--- config.mk ---
export PLATFORM = sky130hd
export DESIGN_NAME = rtc_periodic_irq
export DESIGN_NICKNAME = d
export VERILOG_FILES = /design/src/rtl/rtc_pit_pkg.sv /design/src/rtl/pit_rate_chain.sv /design/src/rtl/pit_flag_fsm.sv /design/src/rtl/pit_irq_route.sv /design/src/rtl/rtc_periodic_irq.sv
export SDC_FILE = /design/constraint.sdc
export NUM_CORES = 1
export LEC_CHECK = 0
export CORE_UTILIZATION = 25
export DETAILED_ROUTE_END_ITERATION = 7
export GPL_ROUTABILITY_DRIVEN = 0
export SYNTH_ARGS = -nofsm -noshare
export SYNTH_HDL_FRONTEND = slang
export SYNTH_HIERARCHICAL = 1
export SYNTH_SLANG_ARGS = --single-unit
--- constraint.sdc ---
create_clock -name clk -period 2.2 [get_ports clk]
set_input_delay 0.44 -clock clk [delete_from_list [all_inputs] [get_ports clk]]
set_output_delay 0.44 -clock clk [all_outputs]
set_load 0.01 [all_outputs]
--- src/rtl/rtc_pit_pkg.sv ---
package rtc_pit_pkg;
    localparam int SEL_W     = 3;
    localparam int NUM_RATES = (1 << SEL_W) - 1;
    localparam int FLAG_BIT  = 7;
    localparam int SEL_LSB   = 4;

    typedef enum logic [0:0] {
        FLAG_IDLE    = 1'b0,
        FLAG_PENDING = 1'b1
    } flag_state_e;

    // division ratio between stage k-1 and stage k (stage 0 is fed by the fixed divider)
    function automatic int stage_ratio(input int k);
        return (k <= 3) ? 4 : 2;
    endfunction
endpackage

--- src/rtl/pit_rate_chain.sv ---
module pit_rate_chain
    import rtc_pit_pkg::*;
#(
    parameter int FAST_DIV = 128
) (
    input  logic                 clk,
    input  logic                 rst_n,
    input  logic                 osc_tick,
    output logic [NUM_RATES-1:0] rate_stb
);
    localparam int PW = (FAST_DIV > 1) ? $clog2(FAST_DIV) : 1;

    logic [PW-1:0] pre_cnt;

    always_ff @(posedge clk or negedge rst_n) begin
        if (!rst_n)
            pre_cnt <= '0;
        else if (osc_tick)
            pre_cnt <= (pre_cnt == PW'(FAST_DIV - 1)) ? '0 : pre_cnt + 1'b1;
    end

    assign rate_stb[0] = osc_tick && (pre_cnt == PW'(FAST_DIV - 1));

    for (genvar k = 1; k < NUM_RATES; k++) begin : g_stage
        localparam int RATIO = stage_ratio(k);
        localparam int CW    = $clog2(RATIO);
        logic [CW-1:0] cnt;

        always_ff @(posedge clk or negedge rst_n) begin
            if (!rst_n)
                cnt <= '0;
            else if (rate_stb[k-1])
                cnt <= (cnt == CW'(RATIO - 1)) ? '0 : cnt + 1'b1;
        end

        assign rate_stb[k] = rate_stb[k-1] && (cnt == CW'(RATIO - 1));

        // a slower strobe can only coincide with the next faster one
        assert_stb_nested_R2: assert property (@(posedge clk) disable iff (!rst_n)
            rate_stb[k] |-> rate_stb[k-1]);
    end
endmodule

--- src/rtl/pit_flag_fsm.sv ---
module pit_flag_fsm
    import rtc_pit_pkg::*;
(
    input  logic clk,
    input  logic rst_n,
    input  logic sel_stb,
    input  logic clr_req,
    output logic flag
);
    flag_state_e state_q, state_d;

    always_ff @(posedge clk or negedge rst_n) begin
        if (!rst_n)
            state_q <= FLAG_IDLE;
        else
            state_q <= state_d;
    end

    always_comb begin
        state_d = state_q;
        unique case (state_q)
            FLAG_IDLE:    if (sel_stb) state_d = FLAG_PENDING;
            FLAG_PENDING: if (clr_req && !sel_stb) state_d = FLAG_IDLE;
            default:      state_d = FLAG_IDLE;
        endcase
    end

    assign flag = (state_q == FLAG_PENDING);

    assert_set_wins_R5: assert property (@(posedge clk) disable iff (!rst_n)
        sel_stb |=> flag);
    assert_sticky_R3: assert property (@(posedge clk) disable iff (!rst_n)
        (flag && !clr_req) |=> flag);
    assert_clear_R4: assert property (@(posedge clk) disable iff (!rst_n)
        (clr_req && !sel_stb) |=> !flag);
endmodule

--- src/rtl/pit_irq_route.sv ---
module pit_irq_route #(
    parameter bit SHARED_IRQ = 1'b0
) (
    input  logic per_req,
    input  logic carry_req,
    input  logic alarm_req,
    output logic irq_shared,
    output logic irq_periodic,
    output logic irq_carry,
    output logic irq_alarm
);
    if (SHARED_IRQ) begin : g_shared
        assign irq_shared   = per_req | carry_req | alarm_req;
        assign irq_periodic = 1'b0;
        assign irq_carry    = 1'b0;
        assign irq_alarm    = 1'b0;
    end else begin : g_split
        assign irq_shared   = 1'b0;
        assign irq_periodic = per_req;
        assign irq_carry    = carry_req;
        assign irq_alarm    = alarm_req;
    end
endmodule

--- src/rtl/rtc_periodic_irq.sv ---
module rtc_periodic_irq
    import rtc_pit_pkg::*;
#(
    parameter int FAST_DIV   = 128,
    parameter bit SHARED_IRQ = 1'b0
) (
    input  logic       clk,
    input  logic       rst_n,
    input  logic       osc_tick,
    input  logic       ctl_wr,
    input  logic [7:0] ctl_wdata,
    output logic [7:0] ctl_rdata,
    input  logic       carry_req,
    input  logic       alarm_req,
    output logic       irq_shared,
    output logic       irq_periodic,
    output logic       irq_carry,
    output logic       irq_alarm
);
    logic [NUM_RATES-1:0] rate_stb;
    logic [SEL_W-1:0]     sel_q;
    logic                 sel_stb;
    logic                 clr_req;
    logic                 flag;
    logic                 per_req;

    pit_rate_chain #(.FAST_DIV(FAST_DIV)) u_chain (
        .clk      (clk),
        .rst_n    (rst_n),
        .osc_tick (osc_tick),
        .rate_stb (rate_stb)
    );

    always_ff @(posedge clk or negedge rst_n) begin
        if (!rst_n)
            sel_q <= '0;
        else if (ctl_wr)
            sel_q <= ctl_wdata[SEL_LSB +: SEL_W];
    end

    always_comb begin
        sel_stb = 1'b0;
        for (int i = 0; i < NUM_RATES; i++)
            if (int'(sel_q) == i + 1) sel_stb = rate_stb[i];
    end

    assign clr_req = ctl_wr && !ctl_wdata[FLAG_BIT];

    pit_flag_fsm u_flag (
        .clk     (clk),
        .rst_n   (rst_n),
        .sel_stb (sel_stb),
        .clr_req (clr_req),
        .flag    (flag)
    );

    assign per_req   = flag && (sel_q != '0);
    assign ctl_rdata = {flag, sel_q, 4'b0000};

    pit_irq_route #(.SHARED_IRQ(SHARED_IRQ)) u_route (
        .per_req      (per_req),
        .carry_req    (carry_req),
        .alarm_req    (alarm_req),
        .irq_shared   (irq_shared),
        .irq_periodic (irq_periodic),
        .irq_carry    (irq_carry),
        .irq_alarm    (irq_alarm)
    );

    assert_idle_hold_R6: assert property (@(posedge clk) disable iff (!rst_n)
        (sel_q == '0 && !flag) |=> !flag);
    assert_gate_R6: assert property (@(posedge clk) disable iff (!rst_n)
        (sel_q == '0) |-> !(irq_periodic || (SHARED_IRQ && irq_shared && !carry_req && !alarm_req)));
    assert_lines_onehot_R7: assert property (@(posedge clk) disable iff (!rst_n)
        SHARED_IRQ ? !(irq_periodic || irq_carry || irq_alarm) : !irq_shared);
endmodule

==> run metrics <==
Iter 0 DRT Violations 6; Seq/Total Area, Yosys 0.447; CTS tree yes; IO Count 26; Post-DRT Antenna Nets 0; global-route wire length before repair 3.19 mm; Initial Utilization 0.270; root buf cell clkbuf_8; unique cell type count in the Yosys netlist 27; post-CTS setup buffer count 0; Longest Clk Path Bufs 2; initial antenna violation count 0; top cells by area, synth dfrtp_1 45%, mux2_1 11%, buf_4 6.0%; wire per inst between 10 and 15 um; syn_area_per_cell 12.2 um2; Synth area leader dfrtp_1; dpl cell area around 1300 um2; Critical Path AT around 2.2 ns; Worst setup EP type flip-flop; DRC violations left 0; final WL roughly 1.9 mm; Clock Latency Late Sink approximately 0.26 ns; Worst setup SP type flip-flop; Synth Warn # 6; Worst-path clk slew around 0.070 ns; FF-to-FF path depth 7; skew final around 0.0037 ns; gr ovfl total 0; slowest CP cell mux4_2; Worst Hold Endpoint u_chain/g_stage[6].cnt; 1st-pass router iterations 2; crit path cell chain ha_1, nand4_1, nor4_4, and2_1, mux2_1, mux4_2, a21o_1; critical path class flip-flop to flip-flop; crit-path max FO 4; Final Cycle Share 0.939; Post-Syn Instances 92; worst r2r src u_chain/g_stage[2].cnt[0]; mapped cell area between 1000 and 1500 um2; # port buffers 12; Critical Path Max Stage Delay 0.46 ns; Critical R2R Capture u_flag/flag; Die Y-Extent approximately 69 um; Via Count just under 700; leakage power about 0.00067 uW; final-report hold violation count 0; # hold bufs at CTS 0; WHS Path Cells 1; Max-cap violations 0; Max Clk Rate just under 500 MHz; setup ws final 0.135 ns; area fraction of the dominant cell type after synthesis 0.447; Core Rows 23; max-slew violation count 0; post-synthesis register bit count 20; largest net degree at the start of global routing 21; Tot GR Track Use 0.0926; pre-CTS setup slack -0.0652 ns; status complete, no violations; fill count about 420; critical hold path startpoint u_chain/g_stage[6].cnt; reg2reg setup slack ~0.14 ns; Hold WC Path Type flip-flop to flip-flop; RSZ-0062 raised after global routing no; mean number of vias per cell 4.28; Num CTS Buffers 3; die area between 4000 and 5000 um2; # resized after CTS 0; worst IR drop on VDD around 0.00041 V; layout cells sized above 1 0.232; Tmin final about 2.1 ns; Detailed Place HPWL about 1.5 mm; pwr/cell area around 750 nW/um2; synthesis-to-layout area growth 24.0%; Net count, final around 130; vias in the first global route between 700 and 800; n_diodes 0; CTS sink cnt 20; Core ar. 4140 um2; Setup violations, final 0; H-tree lvl count 1; Die Width between 60 and 70 um; required time of the critical path around 2.4 ns; Final Instance Area 1390 um2
-- worst max-delay path by stage --
stage                  endpoint                       from  slack [ns]  cells past startpoint
floorplan           u_flag/flag         u_chain/pre_cnt[0]        0.19                      7
global placement    u_flag/flag                   osc_tick       -0.06                      7
detailed placement  u_flag/flag                   osc_tick       -0.07                      7
CTS                 u_flag/flag  u_chain/g_stage[2].cnt[0]        0.13                      7
global route        u_flag/flag  u_chain/g_stage[2].cnt[0]        0.04                      7
finish              u_flag/flag  u_chain/g_stage[2].cnt[0]        0.14                      7
-- final cells by class --
| class | instances | area, um2 | area share |
|---|---|---|---|
| multi-input combinational | 62 | 548 | 0.395 |
| clock buffer | 4 | 55.1 | 0.0396 |
| inverter | 4 | 15.0 | 0.0108 |
| tap | 50 | 62.6 | 0.0450 |
| sequential | 20 | 500 | 0.360 |
| timing repair buffer | 22 | 208 | 0.150 |
-- per-stage QoR --
step | instances | setup TNS, ns | total power, uW | utilization | hold WS (ns)
3_3_place_gp | 158 | -0.0647 | 751 | 0.322 | 0.445
5_1_grt | 162 | 0 | 1120 | 0.335 | 0.513
4_1_cts | 162 | 0 | 1070 | 0.335 | 0.471
3_5_place_dp | 158 | -0.0652 | 776 | 0.322 | 0.457
2_1_floorplan | 95 | 0 | 694 | - | 0.144
6_report | 162 | 0 | 1040 | 0.335 | 0.474
-- cells by family after synthesis --
logic type,count (synthesis),synth area share
DFF,20,0.447
and+or+nand+nor,27,0.187
AOI/OAI and AO/OA,4,0.0279
muxes,14,0.151
xor gates and xnor gates,8,0.0626
adders and majority gates,4,0.0447
other,2,0.00671
buffers and inverters,13,0.0737
-- Yosys cell counts, drive strengths merged --
master and instances:
mux2 13, ha 4, and2 3, nor4 1, conb 2, mux4 1, nor2b 1, o22ai 1
nand4 3, xor2 4, o31a 1, nand2 3, xnor2 4, inv 4, a2bb2oi 1, nand3 3
nor2 9, nor3 4, a21o 1, buf 9, dfrtp 20
-- critical path, delay by kind of cell, from the launching register on --
family                   cells  cell delay [ns]
AO/OA/AOI/OAI                1             0.17
adder cells (fa/ha/maj)      1             0.25
flip-flops                   1             0.40
multiplexers                 2             0.74
AND/OR/NAND/NOR              3             0.40
-- registers in the layout, summed over array words and instances (netlist names) --
signal / flops
u_chain/g_stage.cnt: 9
u_chain/pre_cnt: 7
u_flag/flag: 1
sel_q: 3
-- per-layer routing --
metal,share of wire,global-route usage,up-vias,routed length (um)
met4,0.010,0.0230,0,20
met2,0.50,0.148,14,962
li1,-,-,341,-
met1,0.45,0.117,336,868
met5,0,0,-,0
met3,0.043,0.0345,2,83
-- report_power, final --
group | internal (uW) | switching (uW) | total, uW
logic | 126 | 110 | 236
clock network | 159 | 118 | 278
registers | 439 | 91.2 | 530
-- cells in the final DEF, fill, tap and decap left out, drive strengths merged --
cell type,count
dfrtp,20
mux2,13
clkdlybuf4s50,12
buf,10
nor2,9
conb,5
clkbuf,4
inv,4
xnor2,4
xor2,4
ha,4
nor3,4
nand2,3
nand3,3
nand4,3
and2,3
nor2b,1
o31a,1
mux4,1
nor4,1
o22ai,1
a2bb2oi,1
a21o,1
Note: power is estimated with default switching activity, not from simulation.
